## config.mk

```make
export PLATFORM = sky130hd
export DESIGN_NAME = lvt_timer
export DESIGN_NICKNAME = d
export VERILOG_FILES = /design/src/rtl/lvt_timer_pkg.sv /design/src/rtl/lvt_regs.sv /design/src/rtl/lvt_prescaler.sv /design/src/rtl/lvt_countdown.sv /design/src/rtl/lvt_request.sv /design/src/rtl/lvt_timer.sv
export SDC_FILE = /design/constraint.sdc
export NUM_CORES = 1
export LEC_CHECK = 0
export BUFFER_PORTS_ARGS = -buffer_cell sky130_fd_sc_hd__buf_2
export CAP_MARGIN = 20
export CORE_MARGIN = 4
export CORE_UTILIZATION = 40
export CTS_BUF_LIST = sky130_fd_sc_hd__clkbuf_8
export DETAILED_ROUTE_END_ITERATION = 8
export GPL_ROUTABILITY_DRIVEN = 0
export GPL_TIMING_DRIVEN = 0
export PLACE_DENSITY = 0.71
export SLEW_MARGIN = 25
export SYNTH_ARGS = -nofsm -noshare
export SYNTH_HDL_FRONTEND = slang
export SYNTH_SLANG_ARGS = --single-unit
```

## constraint.sdc

```tcl
create_clock -name clk -period 1.98 [get_ports clk]
set_input_delay 0.099 -clock clk [delete_from_list [all_inputs] [get_ports clk]]
set_output_delay 0.099 -clock clk [all_outputs]
set_load 0.05 [all_outputs]
```

## src/rtl/lvt_timer_pkg.sv

```systemverilog
package lvt_timer_pkg;

  localparam int REG_AW = 2;
  localparam int DATA_W = 32;

  typedef enum logic [REG_AW-1:0] {
    A_ENTRY = 2'd0,
    A_INIT  = 2'd1,
    A_CURR  = 2'd2,
    A_DIV   = 2'd3
  } reg_addr_e;

  typedef struct packed {
    logic [7:0] vector;
    logic [2:0] mode;
    logic       level;
    logic       masked;
    logic       periodic;
  } entry_t;

  function automatic entry_t decode_entry(input logic [DATA_W-1:0] raw);
    entry_t e;
    e.vector   = raw[7:0];
    e.mode     = raw[10:8];
    e.level    = raw[15];
    e.masked   = raw[16];
    e.periodic = raw[17];
    return e;
  endfunction

endpackage

```

## src/rtl/lvt_regs.sv

```systemverilog
module lvt_regs
  import lvt_timer_pkg::*;
#(
  parameter int CNT_W = 32,
  parameter int DIV_W = 3
) (
  input  logic                  clk,
  input  logic                  rst,
  input  logic                  wr_en,
  input  logic [REG_AW-1:0]     wr_addr,
  input  logic [DATA_W-1:0]     wr_data,
  input  logic [REG_AW-1:0]     rd_addr,
  input  logic [CNT_W-1:0]      cur_count,
  output logic [DATA_W-1:0]     rd_data,
  output logic [DATA_W-1:0]     entry_raw,
  output logic [CNT_W-1:0]      init_q,
  output logic [DIV_W-1:0]      div_q,
  output logic                  load,
  output logic [CNT_W-1:0]      load_val
);

  logic wr_entry, wr_div;

  always_comb begin
    wr_entry = wr_en && (wr_addr == A_ENTRY);
    load     = wr_en && (wr_addr == A_INIT);
    wr_div   = wr_en && (wr_addr == A_DIV);
    load_val = wr_data[CNT_W-1:0];
  end

  always_ff @(posedge clk) begin
    if (rst) begin
      entry_raw <= '0;
      init_q    <= '0;
      div_q     <= '0;
    end else begin
      if (wr_entry) entry_raw <= wr_data;
      if (load)     init_q    <= load_val;
      if (wr_div)   div_q     <= wr_data[DIV_W-1:0];
    end
  end

  always_ff @(posedge clk) begin
    if (rst) begin
      rd_data <= '0;
    end else begin
      case (rd_addr)
        A_ENTRY: rd_data <= entry_raw;
        A_INIT:  rd_data <= DATA_W'(init_q);
        A_CURR:  rd_data <= DATA_W'(cur_count);
        default: rd_data <= DATA_W'(div_q);
      endcase
    end
  end

endmodule

```

## src/rtl/lvt_prescaler.sv

```systemverilog
module lvt_prescaler #(
  parameter int DIV_W = 3
) (
  input  logic             clk,
  input  logic             rst,
  input  logic             restart,
  input  logic [DIV_W-1:0] div,
  output logic             tick
);

  localparam int PRE_W = (1 << DIV_W) - 1;

  logic [PRE_W-1:0] pre_q;
  logic [PRE_W-1:0] mask;

  generate
    for (genvar i = 0; i < PRE_W; i++) begin : g_mask
      assign mask[i] = (DIV_W'(i) < div);
    end
  endgenerate

  assign tick = ((pre_q & mask) == mask);

  always_ff @(posedge clk) begin
    if (rst || restart) pre_q <= '0;
    else                pre_q <= pre_q + 1'b1;
  end

endmodule

```

## src/rtl/lvt_countdown.sv

```systemverilog
module lvt_countdown #(
  parameter int CNT_W = 32
) (
  input  logic             clk,
  input  logic             rst,
  input  logic             load,
  input  logic [CNT_W-1:0] load_val,
  input  logic [CNT_W-1:0] reload_val,
  input  logic             periodic,
  input  logic             tick,
  output logic [CNT_W-1:0] cur_q,
  output logic             run_q,
  output logic             expire
);

  localparam logic [CNT_W-1:0] ONE = CNT_W'(1);

  logic at_one;
  assign at_one = (cur_q == ONE);
  assign expire = run_q && tick && at_one && !load;

  always_ff @(posedge clk) begin
    if (rst) begin
      cur_q <= '0;
      run_q <= 1'b0;
    end else if (load) begin
      cur_q <= load_val;
      run_q <= |load_val;
    end else if (run_q && tick) begin
      if (at_one) begin
        if (periodic) begin
          cur_q <= reload_val;
        end else begin
          cur_q <= '0;
          run_q <= 1'b0;
        end
      end else begin
        cur_q <= cur_q - ONE;
      end
    end
  end

endmodule

```

## src/rtl/lvt_request.sv

```systemverilog
module lvt_request
  import lvt_timer_pkg::*;
(
  input  logic       clk,
  input  logic       rst,
  input  logic       expire,
  input  entry_t     entry,
  output logic       req_valid,
  output logic [7:0] req_vector,
  output logic [2:0] req_mode,
  output logic       req_level
);

  always_ff @(posedge clk) begin
    if (rst) begin
      req_valid  <= 1'b0;
      req_vector <= '0;
      req_mode   <= '0;
      req_level  <= 1'b0;
    end else begin
      req_valid <= expire && !entry.masked;
      if (expire) begin
        req_vector <= entry.vector;
        req_mode   <= entry.mode;
        req_level  <= entry.level;
      end
    end
  end

endmodule

```

## src/rtl/lvt_timer.sv

```systemverilog
module lvt_timer
  import lvt_timer_pkg::*;
#(
  parameter int CNT_W = 32,
  parameter int DIV_W = 3
) (
  input  logic        clk,
  input  logic        rst,
  input  logic        wr_en,
  input  logic [1:0]  wr_addr,
  input  logic [31:0] wr_data,
  input  logic [1:0]  rd_addr,
  output logic [31:0] rd_data,
  output logic        req_valid,
  output logic [7:0]  req_vector,
  output logic [2:0]  req_mode,
  output logic        req_level
);

  logic [DATA_W-1:0] entry_raw;
  logic [CNT_W-1:0]  init_q;
  logic [DIV_W-1:0]  div_q;
  logic              load;
  logic [CNT_W-1:0]  load_val;
  logic [CNT_W-1:0]  cur_q;
  logic              run_q;
  logic              expire;
  logic              tick;
  entry_t            entry;

  assign entry = decode_entry(entry_raw);

  lvt_regs #(.CNT_W(CNT_W), .DIV_W(DIV_W)) i_regs (
    .clk(clk), .rst(rst),
    .wr_en(wr_en), .wr_addr(wr_addr), .wr_data(wr_data),
    .rd_addr(rd_addr), .cur_count(cur_q), .rd_data(rd_data),
    .entry_raw(entry_raw), .init_q(init_q), .div_q(div_q),
    .load(load), .load_val(load_val)
  );

  lvt_prescaler #(.DIV_W(DIV_W)) i_pre (
    .clk(clk), .rst(rst), .restart(load), .div(div_q), .tick(tick)
  );

  lvt_countdown #(.CNT_W(CNT_W)) i_cnt (
    .clk(clk), .rst(rst), .load(load), .load_val(load_val),
    .reload_val(init_q), .periodic(entry.periodic), .tick(tick),
    .cur_q(cur_q), .run_q(run_q), .expire(expire)
  );

  lvt_request i_req (
    .clk(clk), .rst(rst), .expire(expire), .entry(entry),
    .req_valid(req_valid), .req_vector(req_vector),
    .req_mode(req_mode), .req_level(req_level)
  );

endmodule

```

==> flow_summary.html, run 1 <==
<table>
<tr><th>Metric</th><th>Value</th></tr>
<tr><th colspan="2">Outcome</th></tr>
<tr><td>Run status</td><td>complete, but fails checks</td></tr>
<tr><td>Failing checks</td><td>setup timing</td></tr>
<tr><th colspan="2">Power</th></tr>
<tr><td>Tot Pwr</td><td>0.00766 W</td></tr>
<tr><td>Net switching power of the design</td><td>0.00247 W</td></tr>
<tr><td>Fraction of power consumed by combinational cells</td><td>23.3%</td></tr>
<tr><td>Sequential group share of total power</td><td>43.5%</td></tr>
<tr><td>Part of the power in the clock network</td><td>33.2%</td></tr>
<tr><td>Switching power as a share of total power</td><td>32.3%</td></tr>
<tr><td>Power density over the cells</td><td>777 nW/um2</td></tr>
<tr><td>Internal power</td><td>0.00518 W</td></tr>
<tr><td>Maximum VDD drop</td><td>0.000511 V</td></tr>
<tr><td>Leakage</td><td>3.75 nW</td></tr>
<tr><th colspan="2">GRT</th></tr>
<tr><td>Number of global-route vias before repair</td><td>7,722</td></tr>
<tr><td>Initial antenna violation count</td><td>0</td></tr>
<tr><td>First-pass GRT wire length</td><td>42,400 um</td></tr>
<tr><td>Global route overflow</td><td>0</td></tr>
<tr><td>All-Layer GR Usage</td><td>27.1%</td></tr>
<tr><td>Maximum number of pins on one net before global-route repair</td><td>17</td></tr>
<tr><th colspan="2">Cells and area</th></tr>
<tr><td>Fillers</td><td>1,574</td></tr>
<tr><td>Register cell area after layout</td><td>3070 um2</td></tr>
<tr><td>Layout overhead on the synthesized area</td><td>37.2%</td></tr>
<tr><td>Multi-input gate area in the final layout</td><td>4410 um2</td></tr>
<tr><td>Highest-count cells in the layout ignoring fill and taps</td><td>sky130_fd_sc_hd__nand2_1 (150), sky130_fd_sc_hd__dfxtp_1 (139), sky130_fd_sc_hd__a21oi_1 (113)</td></tr>
<tr><td>Share of cells above drive strength 1</td><td>28.3%</td></tr>
<tr><td>Net total in the final layout</td><td>1,135</td></tr>
<tr><td>Number of diodes added for antenna fixing</td><td>0</td></tr>
<tr><td>Most frequent standard cell in the layout excluding fill and tap cells</td><td>sky130_fd_sc_hd__nand2_1</td></tr>
<tr><th colspan="2">STA</th></tr>
<tr><td>Final worst-path cycle share</td><td>119%</td></tr>
<tr><td>Unrepaired setup endpoints after global routing</td><td>yes</td></tr>
<tr><td>Final setup violating endpoints</td><td>45</td></tr>
<tr><td>Worst slew pin tran</td><td>0.990 ns</td></tr>
<tr><td>Upper clock frequency limit</td><td>424 MHz</td></tr>
<tr><td>Tightest hold margin</td><td>0.133 ns</td></tr>
<tr><td>Number of failing hold endpoints at the final stage</td><td>0</td></tr>
<tr><td>Shortest clock period the worst path allows after layout</td><td>2.36 ns</td></tr>
<tr><td>Post-Route Skew</td><td>0.0146 ns</td></tr>
<tr><td>Slew margin rel.</td><td>34.0%</td></tr>
<tr><td>Slack of the critical path</td><td>-0.376 ns</td></tr>
<tr><td>Max Transition Viols Final</td><td>0</td></tr>
<tr><th colspan="2">CTS</th></tr>
<tr><td>Root cell of the clock tree</td><td>sky130_fd_sc_hd__clkbuf_8</td></tr>
<tr><td>Clk_lat worst skew</td><td>0.48 ns</td></tr>
<tr><td>TritonCTS Buffers</td><td>17</td></tr>
<tr><td>CTS clk-pin slew, worst paths</td><td>0.09 ns</td></tr>
<tr><td>Clock tree from TritonCTS</td><td>built</td></tr>
<tr><td>H-tree level count</td><td>4</td></tr>
<tr><td>Clock sink total</td><td>152</td></tr>
<tr><td>Buffer depth of the longest clock path</td><td>2</td></tr>
<tr><th colspan="2">Routing</th></tr>
<tr><td>Detailed Routing Iterations Pass 1</td><td>8</td></tr>
<tr><td>Vias/cell</td><td>6.20</td></tr>
<tr><td>Detailed-route DRC error count</td><td>0</td></tr>
<tr><td>Routed WL</td><td>28,400 um</td></tr>
<tr><td>First DRT Iteration DRCs</td><td>1,577</td></tr>
<tr><td>Detailed-route wire length per cell</td><td>21.4 um</td></tr>
<tr><td>Via Count</td><td>8,257</td></tr>
<tr><td>Post-DRT Antenna Nets</td><td>0</td></tr>
<tr><th colspan="2">Yosys</th></tr>
<tr><td>Proportion of synthesized area in mux cells</td><td>5.40%</td></tr>
<tr><td>Post-synthesis cell type with the largest combined area</td><td>sky130_fd_sc_hd__dfxtp_1</td></tr>
<tr><td>Cell types occupying the most area after synthesis</td><td>sky130_fd_sc_hd__dfxtp_1 (42%), sky130_fd_sc_hd__a21oi_1 (9.1%), sky130_fd_sc_hd__nand2_1 (8.7%), sky130_fd_sc_hd__nor2_1 (5.5%), sky130_fd_sc_hd__mux2i_1 (4.5%)</td></tr>
<tr><td>Total of warnings raised by yosys</td><td>0</td></tr>
<tr><td>Share of synthesized cell area in and, or, nand and nor gates</td><td>24.8%</td></tr>
<tr><td>Arithmetic-cell share of the synthesized area counting full adders, half adders and majority gates</td><td>0.523%</td></tr>
<tr><td>Async set-or-reset flop fraction in the synthesized netlist</td><td>0%</td></tr>
<tr><td>Number of enable-type register cells in the synthesized netlist</td><td>0</td></tr>
<tr><td>Post-synthesis share of cell area spent on xor and xnor gates</td><td>1.59%</td></tr>
<tr><td>Syn Nets</td><td>948</td></tr>
<tr><td>Part of the Yosys area used for sequential elements</td><td>42.4%</td></tr>
<tr><td>Number of distinct library cell variants in the gate-level netlist after synthesis</td><td>71</td></tr>
<tr><td>Top cell type's share of synthesized area</td><td>42.4%</td></tr>
<tr><td>Post-synthesis compound-gate area fraction</td><td>20.7%</td></tr>
<tr><td>Largest family of logic cells by synthesized area</td><td>simple AND/OR/NAND/NOR gates</td></tr>
<tr><td>Most used flip-flop cell after synthesis</td><td>sky130_fd_sc_hd__dfxtp_1</td></tr>
<tr><td>Register bit total from synthesis</td><td>152</td></tr>
<tr><td>Mapped Avg Cell Area</td><td>7.92 um2</td></tr>
<tr><td>Cells after Synth</td><td>906</td></tr>
<tr><td>Combined area of all synthesized cells</td><td>7180 um2</td></tr>
<tr><th colspan="2">Floorplan</th></tr>
<tr><td>Die area</td><td>20,200 um2</td></tr>
<tr><td>I/O pin count</td><td>84</td></tr>
<tr><td>Starting density of the core</td><td>41.2%</td></tr>
<tr><td>Die extent in y</td><td>142 um</td></tr>
<tr><td>Core area</td><td>17,400 um2</td></tr>
<tr><td>Number of rows in the core area</td><td>48</td></tr>
<tr><td>Horizontal die dimension</td><td>142 um</td></tr>
<tr><th colspan="2">Min path</th></tr>
<tr><td>Worst hold-check path type</td><td>input pin to register</td></tr>
<tr><th colspan="2">Setup path</th></tr>
<tr><td>Slowest stage delay, CP</td><td>0.58 ns</td></tr>
<tr><td>Ordered list of cells on the worst path</td><td>or4_4 -&gt; nand2b_4 -&gt; nor3_4 -&gt; buf_4 -&gt; nor4_1 -&gt; a311oi_2 -&gt; o41ai_2</td></tr>
<tr><td>Type of the setup path with the least slack</td><td>register to register</td></tr>
<tr><td>Data arrival time of the critical path</td><td>2.70 ns</td></tr>
<tr><td>Biggest fanout along the worst timing path</td><td>7</td></tr>
<tr><td>Element type at the critical path end</td><td>register</td></tr>
<tr><td>Data required time of the critical path</td><td>2.33 ns</td></tr>
<tr><td>Slowest CP cell</td><td>sky130_fd_sc_hd__or4_4</td></tr>
<tr><td>Worst setup SP type</td><td>register</td></tr>
<tr><th colspan="2">Place</th></tr>
<tr><td>Detailed placer's ending HPWL</td><td>17,800 um</td></tr>
<tr><td>Number of I/O port buffers</td><td>80</td></tr>
<tr><th colspan="2">Flow run</th></tr>
<tr><td>Max Cap Viol</td><td>0</td></tr>
</table>
## cell type report
type                            count  area share (%)
Clock inverter                     13            1.58
Sequential cell                   152            31.2
Buffer                             63            3.49
Clock buffer                       19            2.65
Timing Repair Buffer              171            12.9
Tap cell                          225            2.86
Multi-Input combinational cell    675            44.8
Inverter                           13           0.521
## path summary, 6_finish.rpt
path	startpoint	endpoint	slack, ns	depth (start not counted)
setup / recovery	i_cnt.cur_q[25]$_SDFFE_PP0P_	i_cnt.cur_q[6]$_SDFFE_PP0P_	-0.38	7
hold / removal	wr_addr[1]	i_regs.div_q[2]$_SDFFE_PP0P_	0.13	4
hold reg to reg	i_regs.entry_raw[19]$_SDFFE_PP0P_	i_regs.entry_raw[19]$_SDFFE_PP0P_	0.45	2
setup reg to reg	i_cnt.cur_q[25]$_SDFFE_PP0P_	i_cnt.cur_q[6]$_SDFFE_PP0P_	-0.38	7
## metrics by stage
stage	cells	TNS [ns]	cell area [um2]	worst slack (ns)	utilization [%]
floorplan	906	-0.705	7260	-0.0625	-
global placement	1211	-28.90	7940	-0.700	45.6
detailed placement	1211	-29.50	7940	-0.700	45.6
CTS	1318	-3.68	9410	-0.178	54.0
global route	1331	-12.12	9850	-0.410	56.6
finish	1331	-11.63	9850	-0.376	56.6
## power by group through the flow
stage                     Clock (W)  Combinational (W)  Sequential, W
after floorplan                   0           0.000851        0.00339
after global placement            0            0.00125        0.00337
after detailed placement          0            0.00126        0.00337
after CTS                   0.00254            0.00154        0.00331
after global routing        0.00269            0.00186        0.00334
final                       0.00254            0.00178        0.00333
## Yosys cell counts (5+ instances only)
library cell,count
sky130_fd_sc_hd__nand2_1,167
sky130_fd_sc_hd__dfxtp_1,152
sky130_fd_sc_hd__a21oi_1,130
sky130_fd_sc_hd__nor2_1,106
sky130_fd_sc_hd__clkbuf_1,45
sky130_fd_sc_hd__mux2i_1,32
sky130_fd_sc_hd__nand3_1,30
sky130_fd_sc_hd__o21ai_0,18
sky130_fd_sc_hd__nor4_1,17
sky130_fd_sc_hd__nor3_1,14
sky130_fd_sc_hd__inv_1,13
sky130_fd_sc_hd__buf_1,12
sky130_fd_sc_hd__nand4_1,11
sky130_fd_sc_hd__o211ai_1,11
sky130_fd_sc_hd__a31oi_1,10
sky130_fd_sc_hd__or3_1,9
sky130_fd_sc_hd__xnor2_1,9
sky130_fd_sc_hd__a311oi_1,8
sky130_fd_sc_hd__a221oi_1,7
sky130_fd_sc_hd__a211oi_1,6
sky130_fd_sc_hd__and2_1,5
## worst max-delay path, delay by kind of cell (launching register included)
family                 cells  cell delay [ns]
flip-flops                 1             0.35
AO/OA/AOI/OAI              2             0.39
AND/OR/NAND/NOR            4             1.21
buffers and inverters      1             0.28
## flip-flops by register name, summed over array words and instances (netlist names)
signal            count
i_regs.div_q          3
i_req.req_level       1
i_regs.entry_raw     32
i_regs.init_q        32
i_regs.rd_data       32
i_cnt.run_q           1
i_req.req_valid       1
i_cnt.cur_q          32
i_req.req_mode        3
i_req.req_vector      8
i_pre.pre_q           7
## logic make-up (layout without fill, tap and decap cells)
kind of cell	count (synthesis)	in the layout
buffers and inverters	79	279
xor gates and xnor gates	13	13
and+or+nand+nor	386	386
muxes	35	35
adders and majority gates	3	3
AOI/OAI and AO/OA	238	238
DFF	152	152
## per-layer routing
layer  wire, um  vias up  global-route usage [%]
li1           -     3593                       -
met1      10700     3778                    34.7
met2      12100      660                    41.0
met3       3390      226                    7.39
met4       2150        0                    16.0
met5          0        -                       0
## timing repair
item                                    in CTS  in global routing
pin swaps                                   41                 63
gates resized for setup                     98                 93
hold endpoints to repair                    82                  0
gates cloned                                 4                  0
hold buffers                                32                  0
endpoints found under the setup margin      46                 56
setup buffers                               42                 17
Note: power is estimated with default switching activity, not from simulation.
==> run 2, diff against run 1 <==
- PLACE_DENSITY: 0.71 -> default
==> run 2 against run 1 <==
  * The flow still finishes with violations (setup timing)
  * Clock skew shrank 0.0033 ns
  * Clock power decreased by 4%
  * Via count is 3.0% lower
  * Setup slack improved by 0.063 ns
  * Flip-flop and latch count unchanged
  * Cell area down 0.57%
  * Register-to-register slack better by 0.06 ns
==> flow_summary.html, run 2 (synthesis gave the netlist of run 1 again) <==
<table>
<tr><th>Metric</th><th>Value</th></tr>
<tr><th colspan="2">Cells and area</th></tr>
<tr><td>Fillers</td><td>1,603 (was 1,574)</td></tr>
<tr><td>Net total in the final layout</td><td>1,132 (was 1,135)</td></tr>
<tr><td>Post-Layout Inst Area</td><td>9790 um2 (was 9850 um2)</td></tr>
<tr><td>Layout overhead on the synthesized area</td><td>36.4% (was 37.2%)</td></tr>
<tr><td>Share of cells above drive strength 1</td><td>27.9% (was 28.3%)</td></tr>
<tr><td>Count of placed standard cells in the final layout, fillers left out</td><td>1,328 (was 1,331)</td></tr>
<tr><td>Highest-count cells in the layout ignoring fill and taps</td><td>sky130_fd_sc_hd__nand2_1 (148), sky130_fd_sc_hd__dfxtp_1 (141), sky130_fd_sc_hd__a21oi_1 (114) (was sky130_fd_sc_hd__nand2_1 (150), sky130_fd_sc_hd__dfxtp_1 (139), sky130_fd_sc_hd__a21oi_1 (113))</td></tr>
<tr><td>Most frequent standard cell in the layout excluding fill and tap cells</td><td>sky130_fd_sc_hd__nand2_1 (unchanged)</td></tr>
<tr><td>Number of diodes added for antenna fixing</td><td>0 (unchanged)</td></tr>
<tr><th colspan="2">STA</th></tr>
<tr><td>Unrepaired setup endpoints after global routing</td><td>yes (unchanged)</td></tr>
<tr><td>Aggregate negative setup slack</td><td>-9.77 ns (was -11.63 ns)</td></tr>
<tr><td>Post-Route Skew</td><td>0.0114 ns (was 0.0146 ns)</td></tr>
<tr><td>Slack of the critical path</td><td>-0.313 ns (was -0.376 ns)</td></tr>
<tr><td>Max Transition Viols Final</td><td>0 (unchanged)</td></tr>
<tr><td>Slew margin rel.</td><td>40.1% (was 34.0%)</td></tr>
<tr><td>Shortest clock period the worst path allows after layout</td><td>2.29 ns (was 2.36 ns)</td></tr>
<tr><td>Number of failing hold endpoints at the final stage</td><td>0 (unchanged)</td></tr>
<tr><td>Final setup violating endpoints</td><td>46 (was 45)</td></tr>
<tr><td>Final worst-path cycle share</td><td>116% (was 119%)</td></tr>
<tr><td>Upper clock frequency limit</td><td>436 MHz (was 424 MHz)</td></tr>
<tr><td>Worst slew pin tran</td><td>0.898 ns (was 0.990 ns)</td></tr>
<tr><th colspan="2">Power</th></tr>
<tr><td>Fraction of power consumed by combinational cells</td><td>23.4% (was 23.3%)</td></tr>
<tr><td>Net switching power of the design</td><td>0.00247 W (about the same)</td></tr>
<tr><td>Power density over the cells</td><td>770 nW/um2 (was 777 nW/um2)</td></tr>
<tr><td>Internal power</td><td>0.00506 W (was 0.00518 W)</td></tr>
<tr><td>Sequential group share of total power</td><td>44.2% (was 43.5%)</td></tr>
<tr><td>Part of the power in the clock network</td><td>32.4% (was 33.2%)</td></tr>
<tr><td>Switching power as a share of total power</td><td>32.8% (was 32.3%)</td></tr>
<tr><td>Leakage</td><td>3.72 nW (was 3.75 nW)</td></tr>
<tr><td>Maximum VDD drop</td><td>0.000610 V (was 0.000511 V)</td></tr>
<tr><th colspan="2">Flow run</th></tr>
<tr><td>Max Cap Viol</td><td>0 (unchanged)</td></tr>
<tr><th colspan="2">GRT</th></tr>
<tr><td>Met3 GRT Util</td><td>6.38% (was 7.39%)</td></tr>
<tr><td>Number of global-route vias before repair</td><td>7,599 (was 7,722)</td></tr>
<tr><td>First-pass GRT wire length</td><td>43,700 um (was 42,400 um)</td></tr>
<tr><td>Maximum number of pins on one net before global-route repair</td><td>17 (unchanged)</td></tr>
<tr><td>M1 GR Usage</td><td>37.5% (was 34.7%)</td></tr>
<tr><td>Grt peak-use layer</td><td>met2 (unchanged)</td></tr>
<tr><td>All-Layer GR Usage</td><td>28.2% (was 27.1%)</td></tr>
<tr><td>Global-route met2 utilization</td><td>44.1% (was 41.0%)</td></tr>
<tr><td>Global route overflow</td><td>0 (unchanged)</td></tr>
<tr><td>Initial antenna violation count</td><td>0 (unchanged)</td></tr>
<tr><th colspan="2">Outcome</th></tr>
<tr><td>Run status</td><td>complete, but fails checks (unchanged)</td></tr>
<tr><td>Failing checks</td><td>setup timing (unchanged)</td></tr>
<tr><th colspan="2">Min path</th></tr>
<tr><td>Hold depth</td><td>4 (unchanged)</td></tr>
<tr><td>Worst hold-check path type</td><td>input pin to register (unchanged)</td></tr>
<tr><td>End of the worst hold path</td><td>i_regs.div_q[2]$_SDFFE_PP0P_ (unchanged)</td></tr>
<tr><td>Worst min-delay path startpoint</td><td>wr_addr[1] (unchanged)</td></tr>
<tr><th colspan="2">Setup path</th></tr>
<tr><td>Worst Reg-to-Reg Cells</td><td>8 (was 7)</td></tr>
<tr><td>Endpoint of the lowest-slack register-to-register path</td><td>i_cnt.cur_q[30]$_SDFFE_PP0P_ (was i_cnt.cur_q[6]$_SDFFE_PP0P_)</td></tr>
<tr><td>Element type at the critical path end</td><td>register (unchanged)</td></tr>
<tr><td>Origin of the critical flop-to-flop path</td><td>i_cnt.cur_q[25]$_SDFFE_PP0P_ (unchanged)</td></tr>
<tr><td>Data required time of the critical path</td><td>2.31 ns (was 2.33 ns)</td></tr>
<tr><td>Worst setup SP type</td><td>register (unchanged)</td></tr>
<tr><td>Data arrival time of the critical path</td><td>2.62 ns (was 2.70 ns)</td></tr>
<tr><td>Biggest fanout along the worst timing path</td><td>3 (was 7)</td></tr>
<tr><td>Reg-to-reg slack, setup</td><td>-0.31 ns (was -0.38 ns)</td></tr>
<tr><td>Type of the setup path with the least slack</td><td>register to register (unchanged)</td></tr>
<tr><th colspan="2">CTS</th></tr>
<tr><td>Root cell of the clock tree</td><td>sky130_fd_sc_hd__clkbuf_8 (unchanged)</td></tr>
<tr><td>CTS clk-pin slew, worst paths</td><td>0.08 ns (was 0.09 ns)</td></tr>
<tr><td>Clock tree from TritonCTS</td><td>built (unchanged)</td></tr>
<tr><td>H-tree level count</td><td>4 (unchanged)</td></tr>
<tr><td>Clk_lat worst skew</td><td>0.49 ns (was 0.48 ns)</td></tr>
<tr><td>Buffer depth of the longest clock path</td><td>2 (unchanged)</td></tr>
<tr><td>TritonCTS Buffers</td><td>17 (unchanged)</td></tr>
<tr><td>Clock sink total</td><td>152 (unchanged)</td></tr>
<tr><th colspan="2">Floorplan</th></tr>
<tr><td>Starting density of the core</td><td>41.2% (unchanged)</td></tr>
<tr><td>Die extent in y</td><td>142 um (unchanged)</td></tr>
<tr><td>Horizontal die dimension</td><td>142 um (unchanged)</td></tr>
<tr><td>Number of rows in the core area</td><td>48 (unchanged)</td></tr>
<tr><td>Core area</td><td>17,400 um2 (unchanged)</td></tr>
<tr><td>Die area</td><td>20,200 um2 (unchanged)</td></tr>
<tr><td>I/O pin count</td><td>84 (unchanged)</td></tr>
<tr><th colspan="2">Routing</th></tr>
<tr><td>First DRT Iteration DRCs</td><td>1,212 (was 1,577)</td></tr>
<tr><td>Routed WL</td><td>28,600 um (was 28,400 um)</td></tr>
<tr><td>Via Count</td><td>8,007 (was 8,257)</td></tr>
<tr><td>Detailed-route DRC error count</td><td>0 (unchanged)</td></tr>
<tr><td>Post-DRT Antenna Nets</td><td>0 (unchanged)</td></tr>
<tr><td>Vias/cell</td><td>6.03 (was 6.20)</td></tr>
<tr><td>Detailed-route wire length per cell</td><td>21.5 um (was 21.4 um)</td></tr>
<tr><td>Detailed Routing Iterations Pass 1</td><td>7 (was 8)</td></tr>
<tr><th colspan="2">Place</th></tr>
<tr><td>Placed Cells incl. Taps</td><td>1,211 (unchanged)</td></tr>
<tr><td>Cell area after placement</td><td>7940 um2 (unchanged)</td></tr>
<tr><td>Number of I/O port buffers</td><td>80 (unchanged)</td></tr>
<tr><td>Detailed placer's ending HPWL</td><td>18,600 um (was 17,800 um)</td></tr>
</table>
[run 2: cell types whose count changed in the layout (fill, tap and decap cells not counted), moves of 3 or more]
cell and delta:
sky130_fd_sc_hd__nand3_2 -3, sky130_fd_sc_hd__nor2_1 -3, sky130_fd_sc_hd__nor2_2 +3, sky130_fd_sc_hd__buf_4 -3
sky130_fd_sc_hd__nand3_1 +5
[run 2: how the worst max path moves through the flow]
stage / start / to / slack, ns / depth (start not counted)
after detailed placement: i_cnt.cur_q[5]$_SDFFE_PP0P_ / i_req.req_mode[1]$_SDFFE_PP0P_ / -0.77 / 8
final: i_cnt.cur_q[25]$_SDFFE_PP0P_ / i_cnt.cur_q[30]$_SDFFE_PP0P_ / -0.31 / 8
after global placement: i_cnt.cur_q[5]$_SDFFE_PP0P_ / i_req.req_mode[1]$_SDFFE_PP0P_ / -0.77 / 8
after floorplan: i_cnt.cur_q[27]$_SDFFE_PP0P_ / i_req.req_mode[1]$_SDFFE_PP0P_ / -0.06 / 7
after global routing: i_cnt.cur_q[25]$_SDFFE_PP0P_ / i_req.req_vector[6]$_SDFFE_PP0P_ / -0.37 / 9
after CTS: i_cnt.cur_q[27]$_SDFFE_PP0P_ / i_req.req_mode[2]$_SDFFE_PP0P_ / -0.16 / 9
[run 2: area by class of cell]
class / instances / area [um2] / share of cell area [%]
inverter: 13 / 53.8 / 0.549
tap: 225 / 282 / 2.87
clock buffer: 19 / 262 / 2.67
sequential: 152 / 3070 / 31.3
buffer: 60 / 319 / 3.26
multi-input combinational: 675 / 4370 / 44.6
clock inverter: 13 / 131 / 1.34
timing repair buffer: 171 / 1310 / 13.4
[run 2: per-stage QoR]
stage,setup slack [ns],util [%],total power (W),hold WS [ns]
2_1_floorplan,-0.0625,-,0.00424,0.229
3_3_place_gp,-0.775,45.6,0.00464,0.370
3_5_place_dp,-0.766,45.6,0.00465,0.373
4_1_cts,-0.157,55.1,0.00739,0.0955
5_1_grt,-0.366,56.2,0.00779,0.0975
6_report,-0.313,56.2,0.00754,0.0961
[run 2: power by group through the flow]
stage	clock network (W)	logic [W]	registers, W
after floorplan	0	0.000851	0.00339
after global routing	0.00259	0.00186	0.00334
final	0.00244	0.00176	0.00333
after detailed placement	0	0.00128	0.00337
after global placement	0	0.00127	0.00337
after CTS	0.00244	0.00164	0.00332
[run 2: what timing repair did]
item	CTS	global route
setup buffers	44	15
pin swaps	54	42
endpoints found under the setup margin	46	56
hold endpoints to repair	81	0
resized for setup	130	59
gates cloned	5	0
hold buffers	32	0
[run 2: worst max-delay path, stage by stage, from the launching register on]
cell                       delay (ns)
sky130_fd_sc_hd__dfxtp_4         0.35
sky130_fd_sc_hd__or4_4           0.56
sky130_fd_sc_hd__buf_4           0.16
sky130_fd_sc_hd__buf_6           0.12
sky130_fd_sc_hd__or3_4           0.35
sky130_fd_sc_hd__o41ai_4         0.23
sky130_fd_sc_hd__o41ai_2         0.12
sky130_fd_sc_hd__a211oi_1        0.20
sky130_fd_sc_hd__a211oi_1        0.07
[run 2: per-layer routing]
metal  wire, um  share of wire (%)  up-vias
li1           -                  -     3587
met1      11500                 40     3806
met2      12800                 45      498
met3       3010                 11      116
met4       1280                4.5        0
met5          0                  0        -
==> run 3, diff against run 2 <==
- REMOVE_ABC_BUFFERS: default -> 1
==> run 3 against run 2 <==
  * The run still ends with setup timing left
  * Sequential share of layout area is 0.58 points higher
  * Die area is the same
  * Routed wire length shrank 16%
  * Sequential power about the same
  * Core utilization shrank 0.87 points
  * Total power shrank 2.6%
  * Clock power is 5% lower
==> flow_summary.html, run 3 (synthesis gave the netlist of run 1 again) <==
<table>
<tr><th>Metric</th><th>Value</th></tr>
<tr><th colspan="2">Outcome</th></tr>
<tr><td>Run status</td><td>complete, but fails checks (unchanged)</td></tr>
<tr><td>Failing checks</td><td>setup timing (unchanged)</td></tr>
<tr><th colspan="2">GRT</th></tr>
<tr><td>Initial antenna violation count</td><td>0 (unchanged)</td></tr>
<tr><td>Number of global-route vias before repair</td><td>6,975 (was 7,599)</td></tr>
<tr><td>All-Layer GR Usage</td><td>23.8% (was 28.2%)</td></tr>
<tr><td>First-pass GRT wire length</td><td>38,100 um (was 43,700 um)</td></tr>
<tr><td>Maximum number of pins on one net before global-route repair</td><td>75 (was 17)</td></tr>
<tr><td>Global route overflow</td><td>0 (unchanged)</td></tr>
<tr><th colspan="2">Power</th></tr>
<tr><td>Internal power</td><td>0.00499 W (was 0.00506 W)</td></tr>
<tr><td>Net switching power of the design</td><td>0.00235 W (was 0.00247 W)</td></tr>
<tr><td>Leakage</td><td>3.72 nW (about the same)</td></tr>
<tr><td>Fraction of power consumed by combinational cells</td><td>23.0% (was 23.4%)</td></tr>
<tr><td>Part of the power in the clock network</td><td>31.6% (was 32.4%)</td></tr>
<tr><td>Switching power as a share of total power</td><td>32.0% (was 32.8%)</td></tr>
<tr><td>Maximum VDD drop</td><td>0.000638 V (was 0.000610 V)</td></tr>
<tr><td>Sequential group share of total power</td><td>45.4% (was 44.2%)</td></tr>
<tr><td>Power density over the cells</td><td>761 nW/um2 (was 770 nW/um2)</td></tr>
<tr><th colspan="2">Routing</th></tr>
<tr><td>First DRT Iteration DRCs</td><td>708 (was 1,212)</td></tr>
<tr><td>Detailed-route wire length per cell</td><td>18.7 um (was 21.5 um)</td></tr>
<tr><td>Routed WL</td><td>24,100 um (was 28,600 um)</td></tr>
<tr><td>Detailed-route DRC error count</td><td>0 (unchanged)</td></tr>
<tr><td>Detailed Routing Iterations Pass 1</td><td>6 (was 7)</td></tr>
<tr><td>Post-DRT Antenna Nets</td><td>0 (unchanged)</td></tr>
<tr><td>Via Count</td><td>7,316 (was 8,007)</td></tr>
<tr><td>Vias/cell</td><td>5.68 (was 6.03)</td></tr>
<tr><th colspan="2">Setup path</th></tr>
<tr><td>Crit-path leading delay family</td><td>simple AND/OR/NAND/NOR gates (unchanged)</td></tr>
<tr><td>Biggest fanout along the worst timing path</td><td>5 (was 3)</td></tr>
<tr><td>Element type at the critical path end</td><td>register (unchanged)</td></tr>
<tr><td>Buffers and inverters on the worst path</td><td>3 (was 2)</td></tr>
<tr><td>Reg-to-reg slack, setup</td><td>-0.29 ns (was -0.31 ns)</td></tr>
<tr><td>Worst setup SP type</td><td>register (unchanged)</td></tr>
<tr><td>Data arrival time of the critical path</td><td>2.63 ns (was 2.62 ns)</td></tr>
<tr><td>Type of the setup path with the least slack</td><td>register to register (unchanged)</td></tr>
<tr><td>Most frequent CP cell</td><td>sky130_fd_sc_hd__buf_4 (was sky130_fd_sc_hd__a211oi_1)</td></tr>
<tr><td>Slowest CP cell</td><td>sky130_fd_sc_hd__dfxtp_2 (was sky130_fd_sc_hd__or4_4)</td></tr>
<tr><td>Data required time of the critical path</td><td>2.34 ns (was 2.31 ns)</td></tr>
<tr><td>Slowest stage delay, CP</td><td>0.37 ns (was 0.56 ns)</td></tr>
<tr><td>Ordered list of cells on the worst path</td><td>nor3_4 -&gt; buf_4 -&gt; nand4_1 -&gt; buf_6 -&gt; nor4_4 -&gt; buf_4 -&gt; nand2_2 -&gt; o2bb2ai_2 -&gt; a2111oi_2 (was or4_4 -&gt; buf_4 -&gt; buf_6 -&gt; or3_4 -&gt; o41ai_4 -&gt; o41ai_2 -&gt; a211oi_1 -&gt; a211oi_1)</td></tr>
<tr><th colspan="2">Cells and area</th></tr>
<tr><td>Highest-count cells in the layout ignoring fill and taps</td><td>sky130_fd_sc_hd__nand2_1 (160), sky130_fd_sc_hd__dfxtp_1 (138), sky130_fd_sc_hd__a21oi_1 (126) (was sky130_fd_sc_hd__nand2_1 (148), sky130_fd_sc_hd__dfxtp_1 (141), sky130_fd_sc_hd__a21oi_1 (114))</td></tr>
<tr><td>Share of cells above drive strength 1</td><td>27.8% (was 27.9%)</td></tr>
<tr><td>Multi-input gate area in the final layout</td><td>4300 um2 (was 4370 um2)</td></tr>
<tr><td>Core occupancy in the finished layout</td><td>55.4% (was 56.2%)</td></tr>
<tr><td>Net total in the final layout</td><td>1,092 (was 1,132)</td></tr>
<tr><td>Number of diodes added for antenna fixing</td><td>0 (unchanged)</td></tr>
<tr><td>Most frequent standard cell in the layout excluding fill and tap cells</td><td>sky130_fd_sc_hd__nand2_1 (unchanged)</td></tr>
<tr><td>Fillers</td><td>1,606 (was 1,603)</td></tr>
<tr><td>Layout overhead on the synthesized area</td><td>34.3% (was 36.4%)</td></tr>
<tr><td>Register cell area after layout</td><td>3080 um2 (was 3070 um2)</td></tr>
<tr><th colspan="2">STA</th></tr>
<tr><td>Upper clock frequency limit</td><td>440 MHz (was 436 MHz)</td></tr>
<tr><td>Final worst-path cycle share</td><td>115% (was 116%)</td></tr>
<tr><td>Worst slew pin tran</td><td>0.890 ns (was 0.898 ns)</td></tr>
<tr><td>Number of failing hold endpoints at the final stage</td><td>0 (unchanged)</td></tr>
<tr><td>Max Transition Viols Final</td><td>0 (unchanged)</td></tr>
<tr><td>Aggregate negative setup slack</td><td>-6.86 ns (was -9.77 ns)</td></tr>
<tr><td>Slack of the critical path</td><td>-0.291 ns (was -0.313 ns)</td></tr>
<tr><td>Unrepaired setup endpoints after global routing</td><td>yes (unchanged)</td></tr>
<tr><td>Slew margin rel.</td><td>40.6% (was 40.1%)</td></tr>
<tr><td>Post-Route Skew</td><td>0.0136 ns (was 0.0114 ns)</td></tr>
<tr><td>Final setup violating endpoints</td><td>45 (was 46)</td></tr>
<tr><td>Shortest clock period the worst path allows after layout</td><td>2.27 ns (was 2.29 ns)</td></tr>
<tr><th colspan="2">Floorplan</th></tr>
<tr><td>Number of rows in the core area</td><td>48 (unchanged)</td></tr>
<tr><td>Core area</td><td>17,400 um2 (unchanged)</td></tr>
<tr><td>Die area</td><td>20,200 um2 (unchanged)</td></tr>
<tr><td>I/O pin count</td><td>84 (unchanged)</td></tr>
<tr><td>Die extent in y</td><td>142 um (unchanged)</td></tr>
<tr><td>Horizontal die dimension</td><td>142 um (unchanged)</td></tr>
<tr><td>Starting density of the core</td><td>41.2% (unchanged)</td></tr>
<tr><th colspan="2">Place</th></tr>
<tr><td>Detailed placer's ending HPWL</td><td>14,900 um (was 18,600 um)</td></tr>
<tr><td>Number of I/O port buffers</td><td>83 (was 80)</td></tr>
<tr><th colspan="2">Flow run</th></tr>
<tr><td>Max Cap Viol</td><td>0 (unchanged)</td></tr>
<tr><th colspan="2">CTS</th></tr>
<tr><td>CTS clk-pin slew, worst paths</td><td>0.08 ns (about the same)</td></tr>
<tr><td>H-tree level count</td><td>4 (unchanged)</td></tr>
<tr><td>TritonCTS Buffers</td><td>17 (unchanged)</td></tr>
<tr><td>Clk_lat worst skew</td><td>0.46 ns (was 0.49 ns)</td></tr>
<tr><td>Buffer depth of the longest clock path</td><td>2 (unchanged)</td></tr>
<tr><td>Clock tree from TritonCTS</td><td>built (unchanged)</td></tr>
<tr><td>Root cell of the clock tree</td><td>sky130_fd_sc_hd__clkbuf_8 (unchanged)</td></tr>
<tr><td>Clock sink total</td><td>152 (unchanged)</td></tr>
<tr><th colspan="2">Min path</th></tr>
<tr><td>Worst hold-check path type</td><td>input pin to register (unchanged)</td></tr>
</table>
==> run 3: what timing repair did <==
action,in CTS,in global routing
setup endpoints to repair,46,46
cloned,2,0
setup buffers,56,19
endpoints found under the hold margin,82,0
hold buffers,32,0
gates resized for setup,102,51
pin swaps,50,43
==> run 3: worst paths after layout <==
kind | end | start | cells after the start
hold / removal | i_regs.rd_data[27]$_SDFF_PP0_ | rst | 2
setup / recovery | i_cnt.cur_q[19]$_SDFFE_PP0P_ | i_cnt.cur_q[3]$_SDFFE_PP0P_ | 9
hold reg to reg | i_req.req_vector[6]$_SDFFE_PP0P_ | i_req.req_vector[6]$_SDFFE_PP0P_ | 2
setup reg to reg | i_cnt.cur_q[19]$_SDFFE_PP0P_ | i_cnt.cur_q[3]$_SDFFE_PP0P_ | 9
==> run 3: cell type report <==
| class | instances | area share, % |
|---|---|---|
| clock buffer | 17 | 2.43 |
| timing repair buffer | 191 | 16.2 |
| multi-input combinational | 675 | 44.6 |
| clock inverter | 14 | 1.41 |
| tap | 225 | 2.92 |
| inverter | 13 | 0.558 |
| sequential | 152 | 31.9 |
==> run 3: stage by stage <==
stage / cell area, um2 / std cells / setup WS, ns / hold WS, ns / power [W]
floorplan: 6890 / 840 / -0.724 / 0.168 / 0.00411
global placement: 7590 / 1148 / -2.28 / 0.369 / 0.00453
detailed placement: 7830 / 1160 / -1.21 / 0.378 / 0.00458
CTS: 9340 / 1272 / -0.222 / 0.0326 / 0.00722
global route: 9640 / 1287 / -0.331 / 0.0536 / 0.00766
finish: 9640 / 1287 / -0.291 / 0.0427 / 0.00734
==> run 3: per-layer routing <==
metal | wire, um | vias to the layer above | GRT usage, %
met1 | 10800 | 3498 | 32.2
li1 | - | 3498 | -
met3 | 1510 | 53 | 5.38
met5 | 0 | - | 0
met4 | 504 | 0 | 7.42
met2 | 11300 | 267 | 38.1
==> run 3: worst reg2reg max path, cell delays in order (launching register included) <==
cell and delay, ns:
sky130_fd_sc_hd__dfxtp_2 0.37, sky130_fd_sc_hd__nor3_4 0.29, sky130_fd_sc_hd__buf_4 0.18, sky130_fd_sc_hd__nand4_1 0.13, sky130_fd_sc_hd__buf_6 0.17, sky130_fd_sc_hd__nor4_4 0.29, sky130_fd_sc_hd__buf_4 0.22, sky130_fd_sc_hd__nand2_2 0.07
sky130_fd_sc_hd__o2bb2ai_2 0.13, sky130_fd_sc_hd__a2111oi_2 0.32
==> run 3: power by group through the flow <==
stage / clock network [W] / registers, W / logic (W)
after floorplan: 0 / 0.00339 / 0.000720
after global placement: 0 / 0.00337 / 0.00115
after detailed placement: 0 / 0.00337 / 0.00120
after CTS: 0.00236 / 0.00332 / 0.00154
after global routing: 0.00250 / 0.00335 / 0.00181
final: 0.00232 / 0.00333 / 0.00169
